### src/rtl/clk_stop_pkg.sv
`timescale 1ns/1ps
// Shared types for the clock stop controller.
package clk_stop_pkg;

    // Power sequencing states: running, parking outputs, oscillator off, waking
    typedef enum logic [1:0] {
        PD_RUN  = 2'd0,
        PD_PARK = 2'd1,
        PD_OFF  = 2'd2,
        PD_WAKE = 2'd3
    } pd_state_e;

endpackage

### src/rtl/csc_sync.sv
`timescale 1ns/1ps
// Multi-bit, multi-stage level synchronizer.
// Assumes: each bit is an independent quasi-static level; no bus coherence
// is needed across bits. Reset loads RST_VAL, the inactive level.
module csc_sync #(
    parameter int                 WIDTH   = 3,
    parameter int                 STAGES  = 2,
    parameter logic [WIDTH-1:0]   RST_VAL = '1
) (
    input  logic             clk,
    input  logic             rst_n,
    input  logic [WIDTH-1:0] d,
    output logic [WIDTH-1:0] q
);

    logic [WIDTH-1:0] stg [STAGES];

    // Shift the asynchronous levels through the flop chain
    always_ff @(posedge clk) begin
        if (!rst_n) begin
            for (int i = 0; i < STAGES; i++) stg[i] <= RST_VAL;
        end else begin
            stg[0] <= d;
            for (int i = 1; i < STAGES; i++) stg[i] <= stg[i-1];
        end
    end

    assign q = stg[STAGES-1];

endmodule

### src/rtl/csc_clk_gate.sv
`timescale 1ns/1ps
// Glitch-free gate for one divided clock.
// The gate state may change only while the source level is low, so the
// output never starts or ends a high phase part-way through.
// Assumes: src is a level synchronous to clk with each phase >= 1 clk.
module csc_clk_gate (
    input  logic clk,
    input  logic rst_n,
    input  logic src,
    input  logic want,
    output logic gate_on,
    output logic clk_out
);

    // Take the requested gate state only during the source low phase
    always_ff @(posedge clk) begin
        if (!rst_n)   gate_on <= 1'b0;
        else if (!src) gate_on <= want;
    end

    assign clk_out = src & gate_on;

endmodule

### src/rtl/csc_pd_seq.sv
`timescale 1ns/1ps
// Power-down sequencer.
// On a request it withdraws the run permission and waits for every gate to
// close before dropping the oscillator and PLL enables. On release it
// re-enables them and holds the outputs until the oscillator is stable.
// Assumes: pd_req is already synchronized; osc_stable is synchronous to clk.
module csc_pd_seq
    import clk_stop_pkg::*;
(
    input  logic clk,
    input  logic rst_n,
    input  logic pd_req,
    input  logic all_parked,
    input  logic osc_stable,
    output logic run,
    output logic osc_en,
    output logic pll_en
);

    pd_state_e state, state_nx;

    // Advance the sequencing state
    always_ff @(posedge clk) begin
        if (!rst_n) state <= PD_RUN;
        else        state <= state_nx;
    end

    // Select the next state from request, parking and stability status
    always_comb begin
        state_nx = state;
        unique case (state)
            PD_RUN:  if (pd_req)      state_nx = PD_PARK;
            PD_PARK: if (all_parked)  state_nx = PD_OFF;
            PD_OFF:  if (!pd_req)     state_nx = PD_WAKE;
            PD_WAKE: if (pd_req)      state_nx = PD_PARK;
                     else if (osc_stable) state_nx = PD_RUN;
            default:                  state_nx = PD_RUN;
        endcase
    end

    assign run    = (state == PD_RUN);
    assign osc_en = (state != PD_OFF);
    assign pll_en = (state != PD_OFF);

endmodule

### src/rtl/csc_run_monitor.sv
`timescale 1ns/1ps
// Minimum-run monitor for one stop domain.
// Counts source rising edges since the last stop release and raises a
// one-cycle flag when a new stop request arrives before MIN_RUN edges.
// Assumes: stop_req is synchronized; src is a level synchronous to clk.
module csc_run_monitor #(
    parameter int MIN_RUN = 100
) (
    input  logic clk,
    input  logic rst_n,
    input  logic src,
    input  logic stop_req,
    output logic short_flag
);

    localparam int CNT_W = $clog2(MIN_RUN + 1);
    localparam logic [CNT_W-1:0] LIMIT = CNT_W'(MIN_RUN);

    logic             src_q;
    logic             req_q;
    logic             seen_release;
    logic [CNT_W-1:0] run_cnt;
    logic             src_rise;
    logic             req_rise;
    logic             req_fall;

    assign src_rise = src & ~src_q;
    assign req_rise = stop_req & ~req_q;
    assign req_fall = ~stop_req & req_q;

    // Track run length since release and flag early stop requests
    always_ff @(posedge clk) begin
        if (!rst_n) begin
            src_q        <= 1'b0;
            req_q        <= 1'b0;
            seen_release <= 1'b0;
            run_cnt      <= '0;
            short_flag   <= 1'b0;
        end else begin
            src_q      <= src;
            req_q      <= stop_req;
            short_flag <= req_rise & seen_release & (run_cnt < LIMIT);
            if (req_fall) begin
                run_cnt      <= '0;
                seen_release <= 1'b1;
            end else if (!stop_req && src_rise && run_cnt < LIMIT) begin
                run_cnt <= run_cnt + 1'b1;
            end
        end
    end

endmodule

### src/rtl/clk_stop_ctrl.sv
`timescale 1ns/1ps
// Synchronized clock stop controller (top).
// Gates one CPU-class and N_PCI PCI-class divided clocks under asynchronous
// stop and power-down requests, per-output enables and PCI free-run bits.
// Assumes: cpu_src and pci_src are levels synchronous to clk whose phases
// each last at least one clk cycle; osc_stable is synchronous to clk.
module clk_stop_ctrl #(
    parameter int N_PCI       = 7,
    parameter int SYNC_STAGES = 2,
    parameter int CPU_MIN_RUN = 100,
    parameter int PCI_MIN_RUN = 10
) (
    input  logic             clk,
    input  logic             rst_n,
    input  logic             cpu_src,
    input  logic             pci_src,
    input  logic             cpu_stop_n,
    input  logic             pci_stop_n,
    input  logic             pwrdn_n,
    input  logic             osc_stable,
    input  logic             cpu_en,
    input  logic [N_PCI-1:0] pci_en,
    input  logic [N_PCI-1:0] pci_free,
    input  logic             tri_all,
    output logic             cpu_clk,
    output logic [N_PCI-1:0] pci_clk,
    output logic             out_oe,
    output logic             osc_en,
    output logic             pll_en,
    output logic             cpu_short_run,
    output logic             pci_short_run
);

    localparam int N_REQ = 3;

    logic [N_REQ-1:0] req_sync;
    logic             cpu_stop_req;
    logic             pci_stop_req;
    logic             pd_req;
    logic             run;
    logic             cpu_want;
    logic             cpu_gate_on;
    logic [N_PCI-1:0] pci_want;
    logic [N_PCI-1:0] pci_gate_on;
    logic             all_parked;

    // Bring the three asynchronous requests into the clk domain
    csc_sync #(
        .WIDTH   (N_REQ),
        .STAGES  (SYNC_STAGES),
        .RST_VAL ({N_REQ{1'b1}})
    ) u_req_sync (
        .clk   (clk),
        .rst_n (rst_n),
        .d     ({cpu_stop_n, pci_stop_n, pwrdn_n}),
        .q     (req_sync)
    );

    assign cpu_stop_req = ~req_sync[2];
    assign pci_stop_req = ~req_sync[1];
    assign pd_req       = ~req_sync[0];

    // Power sequencing and run permission
    csc_pd_seq u_pd_seq (
        .clk        (clk),
        .rst_n      (rst_n),
        .pd_req     (pd_req),
        .all_parked (all_parked),
        .osc_stable (osc_stable),
        .run        (run),
        .osc_en     (osc_en),
        .pll_en     (pll_en)
    );

    // CPU output gate
    assign cpu_want = run & cpu_en & ~cpu_stop_req;

    csc_clk_gate u_cpu_gate (
        .clk     (clk),
        .rst_n   (rst_n),
        .src     (cpu_src),
        .want    (cpu_want),
        .gate_on (cpu_gate_on),
        .clk_out (cpu_clk)
    );

    // One gate per PCI output, each with its own free-run override
    for (genvar g = 0; g < N_PCI; g++) begin : g_pci
        assign pci_want[g] = run & pci_en[g] & (pci_free[g] | ~pci_stop_req);

        csc_clk_gate u_pci_gate (
            .clk     (clk),
            .rst_n   (rst_n),
            .src     (pci_src),
            .want    (pci_want[g]),
            .gate_on (pci_gate_on[g]),
            .clk_out (pci_clk[g])
        );
    end

    assign all_parked = ~cpu_gate_on & ~(|pci_gate_on);

    // Global driver enable
    assign out_oe = ~tri_all;

    // Minimum-run monitors for both stop domains
    csc_run_monitor #(.MIN_RUN(CPU_MIN_RUN)) u_cpu_mon (
        .clk        (clk),
        .rst_n      (rst_n),
        .src        (cpu_src),
        .stop_req   (cpu_stop_req),
        .short_flag (cpu_short_run)
    );

    csc_run_monitor #(.MIN_RUN(PCI_MIN_RUN)) u_pci_mon (
        .clk        (clk),
        .rst_n      (rst_n),
        .src        (pci_src),
        .stop_req   (pci_stop_req),
        .short_flag (pci_short_run)
    );

endmodule

### config.mk
export PLATFORM = sky130hd
export DESIGN_NAME = clk_stop_ctrl
export DESIGN_NICKNAME = d
export VERILOG_FILES = /design/src/rtl/clk_stop_pkg.sv /design/src/rtl/csc_sync.sv /design/src/rtl/csc_clk_gate.sv /design/src/rtl/csc_pd_seq.sv /design/src/rtl/csc_run_monitor.sv /design/src/rtl/clk_stop_ctrl.sv
export SDC_FILE = /design/constraint.sdc
export NUM_CORES = 1
export LEC_CHECK = 0
export ABC_AREA = 1
export BUFFER_PORTS_ARGS = -buffer_cell sky130_fd_sc_hd__buf_4
export CORE_UTILIZATION = 40
export CTS_CLUSTER_SIZE = 10
export DETAILED_ROUTE_END_ITERATION = 6
export GPL_TIMING_DRIVEN = 1
export SETUP_SLACK_MARGIN = 0.2
export SLEW_MARGIN = 10
export SYNTH_ARGS = -nofsm -noshare
export SYNTH_HDL_FRONTEND = slang
export SYNTH_HIERARCHICAL = 1
export SYNTH_SLANG_ARGS = --single-unit
### constraint.sdc
create_clock -name clk -period 1.36 [get_ports clk]
set_input_delay 0.204 -clock clk [delete_from_list [all_inputs] [get_ports clk]]
set_output_delay 0.204 -clock clk [all_outputs]
set_load 0.01 [all_outputs]
==> results of run 1 <==
[stage by stage]
stage | utilization (%) | cells | area (µm²) | total power [µW] | hold slack, ns
after floorplan | - | 275 | 1853 | 1766 | 0.2727
after global placement | 49.04 | 360 | 2165 | 1993 | 0.3753
after detailed placement | 49.04 | 360 | 2165 | 1996 | 0.3787
after CTS | 52.66 | 372 | 2325 | 2968 | 0.07354
after global routing | 53.66 | 372 | 2369 | 3255 | 0.08927
final | 53.66 | 372 | 2369 | 3023 | 0.08224
[power groups by stage]
| stage | sequential [µW] | clock (µW) | combinational (µW) |
|---|---|---|---|
| after floorplan | 1170 | 0 | 593 |
| after global placement | 1180 | 0 | 810 |
| after detailed placement | 1190 | 0 | 810 |
| after CTS | 1180 | 779 | 1010 |
| after global routing | 1200 | 822 | 1230 |
| final | 1190 | 751 | 1080 |
[state kept, by name, indices dropped and copies added (netlist names)]
register	count
u_cpu_mon/seen_release	1
u_pci_mon/seen_release	1
u_pci_mon/src_q	1
u_pd_seq/state	2
u_pci_mon/short_flag	1
u_cpu_gate/gate_on	1
u_cpu_mon/run_cnt	7
u_cpu_mon/short_flag	1
u_req_sync/stg	6
u_pci_mon/req_q	1
u_cpu_mon/src_q	1
u_pci_mon/run_cnt	4
u_cpu_mon/req_q	1
g_pci.u_pci_gate/gate_on	7
[routing by layer]
metal  up-vias  wire length (µm)
met5         -                 0
met4         0                57
li1        898                 -
met1       704              1774
met2        28              1653
met3         5               130
[worst max-delay path: stages, from the launching register on]
cell and delay (ns):
dfxtp_2 0.36, inv_4 0.05, ha_4 0.16, inv_4 0.05, buf_6 0.09
[cells in the final DEF (no fill, tap or decap), types with 5 or more instances in the layout]
cell type / instances
nand2_1: 73
inv_1: 59
buf_4: 40
dfxtp_1: 30
nor2_1: 26
nand3_1: 14
a21oi_1: 10
nor2_2: 9
a21oi_2: 8
inv_2: 6
clkbuf_8: 5
[kinds of logic after synthesis]
family | Yosys count | share of synthesized area, %
compound gates | 23 | 8.519
simple gates | 136 | 32.59
xor+xnor | 1 | 0.4734
flops | 35 | 37.86
buf+inv | 74 | 16.50
fa+ha+maj | 6 | 4.057
[how the worst max path moves through the flow]
stage | startpoint | end | slack, ns | cells past startpoint
6_report | u_pd_seq/state[0] | pll_en | 0.17 | 4
3_3_place_gp | u_pd_seq/state[0] | u_pd_seq/state[0] | 0.14 | 8
3_5_place_dp | u_pd_seq/state[0] | u_pd_seq/state[0] | 0.11 | 8
4_1_cts | u_pd_seq/state[0] | pll_en | 0.16 | 4
2_1_floorplan | u_req_sync/stg[0][4] | u_pci_mon/run_cnt[0] | 0.21 | 7
5_1_grt | u_pd_seq/state[0] | u_pd_seq/state[1] | 0.09 | 8
[layout make-up]
class / count / area, µm² / share of cell area, %
Clock buffer: 5 / 68.82 / 2.905
Clock inverter: 3 / 20.02 / 0.8452
Inverter: 67 / 256.5 / 10.83
Multi-Input combinational cell: 166 / 903.4 / 38.14
Sequential cell: 35 / 709.4 / 29.95
Tap cell: 52 / 65.06 / 2.747
Timing Repair Buffer: 44 / 345.3 / 14.58
[timing repair]
| action | in CTS | in global routing |
|---|---|---|
| pin swaps | 10 | 15 |
| resized for setup | 17 | 20 |
| setup buffers | 4 | 0 |
| setup endpoints to repair | 12 | 22 |
| endpoints found under the hold margin | 0 | 0 |
| cloned | 0 | 0 |
==> metrics.txt, run 1 <==
# TYPE chip_impl_metric gauge
chip_impl_info{name="cts-root-buf",value="clkbuf_8"} 1
chip_impl_info{name="outcome",value="complete, no violations"} 1
chip_impl_metric{name="final.fill_count",unit=""} 450
chip_impl_metric{name="core_region_area",unit="µm²"} 4414
chip_impl_metric{name="mappedNetlistNets",unit=""} 305
chip_impl_metric{name="maxSlewViolCount",unit=""} 0
chip_impl_metric{name="grt_max_degree",unit=""} 25
chip_impl_info{name="grt-busiest-layer",value="met2"} 1
chip_impl_metric{name="net-switching-power",unit="µW"} 1032
chip_impl_metric{name="drt_pass1_iterations",unit=""} 5
chip_impl_info{name="hold_path_end",value="u_req_sync/stg[0][1]"} 1
chip_impl_info{name="hold_path_startpoint",value="pci_stop_n"} 1
chip_impl_info{name="critical_path.reg2reg.endpoint",value="g_pci[2].u_pci_gate/gate_on"} 1
chip_impl_metric{name="cp_data_arrival_time",unit="ns"} 0.99
chip_impl_info{name="synthMostInstantiatedCell",value="nand2_1"} 1
chip_impl_metric{name="slew_headroom",unit="%"} 82.63
chip_impl_metric{name="grt_pass1_vias",unit=""} 1458
chip_impl_metric{name="worst_skew_pair.late_latency",unit="ns"} 0.29
chip_impl_metric{name="worstRegToRegCells",unit=""} 8
chip_impl_metric{name="critical_path_required",unit="ns"} 1.16
chip_impl_metric{name="timing_hold_violations_final",unit=""} 0
chip_impl_info{name="ys_dominant_reg_cell",value="dfxtp_1"} 1
chip_impl_metric{name="grt_overflow",unit=""} 0
chip_impl_metric{name="final.min_clock_period",unit="ns"} 1.194
chip_impl_metric{name="htree_levels",unit=""} 2
chip_impl_metric{name="cap_viol_max_count",unit=""} 0
chip_impl_metric{name="number_of_port_buffers",unit=""} 36
chip_impl_metric{name="initial_utilization",unit="%"} 41.92
chip_impl_metric{name="final_layout_size_suffix_gt1_share",unit="%"} 31.25
chip_impl_metric{name="clock_sinks",unit=""} 35
chip_impl_metric{name="synth.yosys.warnings",unit=""} 6
chip_impl_info{name="regToRegStartpoint",value="u_pd_seq/state[0]"} 1
chip_impl_metric{name="cellInternalPower",unit="µW"} 1991
chip_impl_metric{name="layout_setup_ws",unit="ns"} 0.1660
chip_impl_metric{name="diodes",unit=""} 0
chip_impl_metric{name="dr_total_vias",unit=""} 1635
chip_impl_metric{name="worstHoldPathCells",unit=""} 3
chip_impl_info{name="cts_tree",value="yes"} 1
chip_impl_metric{name="horizontal_extent_of_the_die",unit="µm"} 70.02
chip_impl_metric{name="globalRouteMet1Util",unit="%"} 20.31
chip_impl_metric{name="post_drt_wl_per_cell",unit="µm"} 9.718
chip_impl_info{name="synth.top_cells.by_area",value="dfxtp_1 38%, nand2_1 15%, inv_1 13%"} 1
chip_impl_metric{name="worst-path-max-fanout",unit=""} 3
chip_impl_metric{name="synth.top_cell.area_share",unit="%"} 37.86
chip_impl_metric{name="maxClockFrequency",unit="GHz"} 0.8375
chip_impl_info{name="endpoint_kind",value="output port"} 1
chip_impl_metric{name="tns",unit="ns"} 0
chip_impl_metric{name="final_net_count",unit=""} 349
chip_impl_metric{name="ys_seq_area_share",unit="%"} 37.86
chip_impl_metric{name="drc",unit=""} 0
chip_impl_metric{name="syn_area_per_cell",unit="µm²"} 6.729
chip_impl_metric{name="floorplan.rows",unit=""} 24
chip_impl_metric{name="avgViaCountPerCell",unit=""} 4.395
chip_impl_metric{name="die_area",unit="µm²"} 4902
chip_impl_metric{name="final_min_period_over_clock_period",unit="%"} 87.79
chip_impl_metric{name="power.clock.fraction",unit="%"} 24.8
chip_impl_metric{name="routabilityCongestion",unit=""} 0.7608
chip_impl_metric{name="async_flop_share",unit="%"} 0
chip_impl_metric{name="cts.hold.buffers_added",unit=""} 0
chip_impl_metric{name="clk_pin_slew_worst_paths",unit="ns"} 0.07
chip_impl_metric{name="grt_use_met3",unit="%"} 5.051
chip_impl_info{name="yosysTopAreaCell",value="dfxtp_1"} 1
chip_impl_metric{name="syn_to_final_growth",unit="%"} 27.99
chip_impl_metric{name="grt.met2_usage",unit="%"} 25.64
chip_impl_metric{name="drt-initial-drc-count",unit=""} 86
chip_impl_metric{name="drt_antenna_net_count",unit=""} 0
chip_impl_info{name="type_of_the_tightest_min_delay_check",value="in -> reg"} 1
chip_impl_metric{name="netlist_area",unit="µm²"} 1851
chip_impl_metric{name="design.portCount",unit=""} 37
chip_impl_metric{name="setup.reg_to_reg.worst_slack",unit="ns"} 0.17
chip_impl_metric{name="antenna_found_initial",unit=""} 0
chip_impl_info{name="timing.critical_path.from_type",value="register"} 1
chip_impl_metric{name="switching_portion_of_total_power",unit="%"} 34.13
chip_impl_metric{name="grt_first_pass_wirelength",unit="mm"} 6.306
chip_impl_metric{name="die-height",unit="µm"} 70.02
chip_impl_metric{name="routed_wirelength",unit="mm"} 3.615
chip_impl_metric{name="leakage",unit="µW"} 0.001280
chip_impl_metric{name="grt_usage",unit="%"} 16.15
chip_impl_info{name="critical_path_class",value="reg -> out"} 1
chip_impl_metric{name="power.density_cell_area",unit="nW/µm²"} 1276
chip_impl_metric{name="placement.setup.worst_slack",unit="ns"} 0.1138
chip_impl_metric{name="post-dp-hpwl",unit="mm"} 2.545
chip_impl_metric{name="peakVddDrop",unit="V"} 0.0006068
chip_impl_info{name="rsz0062_at_grt",value="yes"} 1
chip_impl_metric{name="synthesis.instances",unit=""} 275
chip_impl_metric{name="setup_viol",unit=""} 0
chip_impl_metric{name="synth_cell_types",unit=""} 25
chip_impl_metric{name="combinationalPowerShare",unit="%"} 35.7
chip_impl_metric{name="setup_clock_skew_after_layout",unit="ns"} 0.008400
chip_impl_metric{name="edff_count_synth",unit=""} 0
chip_impl_info{name="commonest_cells_post_synth",value="74 x nand2_1, 66 x inv_1, 35 x dfxtp_1"} 1
chip_impl_metric{name="cts_buffers",unit=""} 5
chip_impl_metric{name="postSynthRegisterBits",unit=""} 35
chip_impl_metric{name="clockBufferDepth",unit=""} 2
chip_impl_metric{name="worst-slew-pin-transition",unit="ns"} 0.2605
chip_impl_metric{name="reg_power_share",unit="%"} 39.4
No activity file was read; power rests on OpenSTA's default activity.
==> run 2: changes to the inputs <==
Settings changed: CORE_MARGIN set to 2.
==> metrics.txt, run 2 (synthesis results as in run 1) <==
# TYPE chip_impl_metric gauge
chip_impl_metric{name="final_min_period_over_clock_period",unit="%"} 89.46
chip_impl_metric{name="worst_skew_pair.late_latency",unit="ns"} 0.28
chip_impl_metric{name="final.min_clock_period",unit="ns"} 1.217
chip_impl_info{name="outcome",value="complete, no violations"} 1
chip_impl_info{name="type_of_the_tightest_min_delay_check",value="in -> reg"} 1
chip_impl_metric{name="peakVddDrop",unit="V"} 0.0007199
chip_impl_metric{name="initial_utilization",unit="%"} 41.92
chip_impl_info{name="regToRegStartpoint",value="u_pd_seq/state[0]"} 1
chip_impl_info{name="dominant_delay_contributor_by_cell_family_on_the_critical_path",value="flip-flops"} 1
chip_impl_metric{name="number_of_port_buffers",unit=""} 36
chip_impl_metric{name="grt_usage",unit="%"} 15.20
chip_impl_metric{name="drc",unit=""} 0
chip_impl_info{name="setup_crit_start",value="u_pd_seq/state[0]"} 1
chip_impl_metric{name="leakage",unit="µW"} 0.001292
chip_impl_metric{name="setup_clock_skew_after_layout",unit="ns"} 0.004738
chip_impl_info{name="critical_path_class",value="reg -> out"} 1
chip_impl_metric{name="final_net_count",unit=""} 349
chip_impl_metric{name="core_region_area",unit="µm²"} 4414
chip_impl_metric{name="maxClockFrequency",unit="GHz"} 0.8219
chip_impl_metric{name="cp_data_arrival_time",unit="ns"} 1.01
chip_impl_metric{name="worst-path-stages",unit=""} 4
chip_impl_metric{name="power.density_cell_area",unit="nW/µm²"} 1328
chip_impl_metric{name="antenna_found_initial",unit=""} 0
chip_impl_metric{name="dr_total_vias",unit=""} 1646
chip_impl_metric{name="critical_path_required",unit="ns"} 1.16
chip_impl_info{name="hold_path_startpoint",value="pci_stop_n"} 1
chip_impl_metric{name="final_layout_size_suffix_gt1_share",unit="%"} 28.84
chip_impl_info{name="cts-root-buf",value="clkbuf_8"} 1
chip_impl_metric{name="setup_viol",unit=""} 0
chip_impl_metric{name="clk_pin_slew_worst_paths",unit="ns"} 0.07
chip_impl_info{name="crit_chain",value="inv_4 > ha_4 > inv_2 > buf_6"} 1
chip_impl_metric{name="grt_max_degree",unit=""} 25
chip_impl_info{name="final_common_cell",value="nand2_1"} 1
chip_impl_metric{name="htree_levels",unit=""} 2
chip_impl_metric{name="floorplan.rows",unit=""} 24
chip_impl_metric{name="utilization_of_the_core_after_routing",unit="%"} 53.91
chip_impl_metric{name="cts_buffers",unit=""} 5
chip_impl_info{name="layout.cells.most_common_list",value="73 x nand2_1, 62 x inv_1, 39 x buf_4"} 1
chip_impl_info{name="timing.critical_path.from_type",value="register"} 1
chip_impl_metric{name="grt_pass1_vias",unit=""} 1408
chip_impl_metric{name="grt_first_pass_wirelength",unit="mm"} 6.120
chip_impl_metric{name="timing.critical_path.slowest_cell_delay",unit="ns"} 0.36
chip_impl_metric{name="slew_headroom",unit="%"} 79.63
chip_impl_metric{name="horizontal_extent_of_the_die",unit="µm"} 72.02
chip_impl_metric{name="cap_viol_max_count",unit=""} 0
chip_impl_info{name="reg.largest.list",value="g_pci.u_pci_gate/gate_on x7, u_cpu_mon/run_cnt x7, u_req_sync/stg x6"} 1
chip_impl_metric{name="diodes",unit=""} 0
chip_impl_metric{name="design.portCount",unit=""} 37
chip_impl_metric{name="grt_overflow",unit=""} 0
chip_impl_metric{name="worstHoldPathCells",unit=""} 3
chip_impl_metric{name="clockBufferDepth",unit=""} 2
chip_impl_metric{name="routed_wirelength",unit="mm"} 3.661
chip_impl_metric{name="routabilityCongestion",unit=""} 0.8190
chip_impl_metric{name="avgViaCountPerCell",unit=""} 4.437
chip_impl_metric{name="drt-initial-drc-count",unit=""} 74
chip_impl_metric{name="cp.buffers_inverters",unit=""} 3
chip_impl_metric{name="tns",unit="ns"} 0
chip_impl_info{name="rsz0062_at_grt",value="yes"} 1
chip_impl_metric{name="die-height",unit="µm"} 72.02
chip_impl_metric{name="die_area",unit="µm²"} 5186
chip_impl_metric{name="worstRegToRegCells",unit=""} 8
chip_impl_metric{name="timing_hold_violations_final",unit=""} 0
chip_impl_metric{name="worst-path-max-fanout",unit=""} 4
chip_impl_metric{name="maxSlewViolCount",unit=""} 0
chip_impl_metric{name="post_drt_wl_per_cell",unit="µm"} 9.868
chip_impl_metric{name="cts.hold.buffers_added",unit=""} 0
chip_impl_metric{name="clock_sinks",unit=""} 35
chip_impl_info{name="cts_tree",value="yes"} 1
chip_impl_info{name="endpoint_kind",value="output port"} 1
chip_impl_metric{name="drt_antenna_net_count",unit=""} 0
chip_impl_metric{name="worst-slew-pin-transition",unit="ns"} 0.3044
chip_impl_metric{name="drt_pass1_iterations",unit=""} 6
chip_impl_metric{name="post-dp-hpwl",unit="mm"} 2.479
chip_impl_metric{name="syn_to_final_growth",unit="%"} 28.60
chip_impl_info{name="slowest_stage",value="dfxtp_2"} 1
-- run 2: metal layers --
metal | routed length (µm) | global-route usage (%) | vias to the layer above
met5 | 0 | 0 | -
met4 | 51 | 6.709 | 0
met3 | 131 | 5.139 | 6
met2 | 1673 | 23.66 | 27
met1 | 1804 | 19.14 | 716
li1 | - | - | 897
-- run 2: final timing paths --
| check | to | slack, ns |
|---|---|---|
| setup reg to reg | u_pd_seq/state[0] | 0.23 |
| setup / recovery | osc_en | 0.14 |
| hold / removal | u_req_sync/stg[0][1] | 0.09 |
| hold reg to reg | u_req_sync/stg[0][5] | 0.41 |
-- run 2: per-stage QoR --
stage               power, µW  setup slack, ns  std cells  instance area, µm²  hold WS (ns)
global route             3395          0.07995        371                2380       0.07797
finish                   3161           0.1433        371                2380       0.08581
floorplan                1766           0.2058        275                1853        0.2727
global placement         1988           0.1410        359                2157        0.3745
CTS                      3107           0.1475        369                2331       0.07558
detailed placement       2006           0.1022        359                2157        0.3825
-- run 2: power by group --
| part | internal, µW | total (µW) | switching [µW] |
|---|---|---|---|
| clock | 535 | 902 | 367 |
| combinational | 505 | 1070 | 562 |
| sequential | 1120 | 1190 | 73.1 |
| total | 2160 | 3160 | 1000 |
-- run 2: area by class of cell --
cell class | instances | area (µm²)
clock buffer | 5 | 68.82
clock inverter | 2 | 37.54
fill | 450 | 2034
inverter | 67 | 256.5
multi-input combinational | 167 | 904.6
sequential | 35 | 709.4
tap | 52 | 65.06
timing repair buffer | 43 | 337.8
-- run 2: timing repair --
item	in CTS	in global routing
endpoints found under the setup margin	12	20
cloned	0	1
buffers inserted	3	1
gates resized for setup	15	16
pin swaps	5	16
-- run 2: worst reg2reg max path, stage by stage (launching register included) --
cell     delay, ns
dfxtp_2       0.36
buf_6         0.11
ha_2          0.19
nand2_1       0.06
nor2_1        0.10
nor2_1        0.06
nand3_1       0.07
nand2_1       0.05
nor2_1        0.08
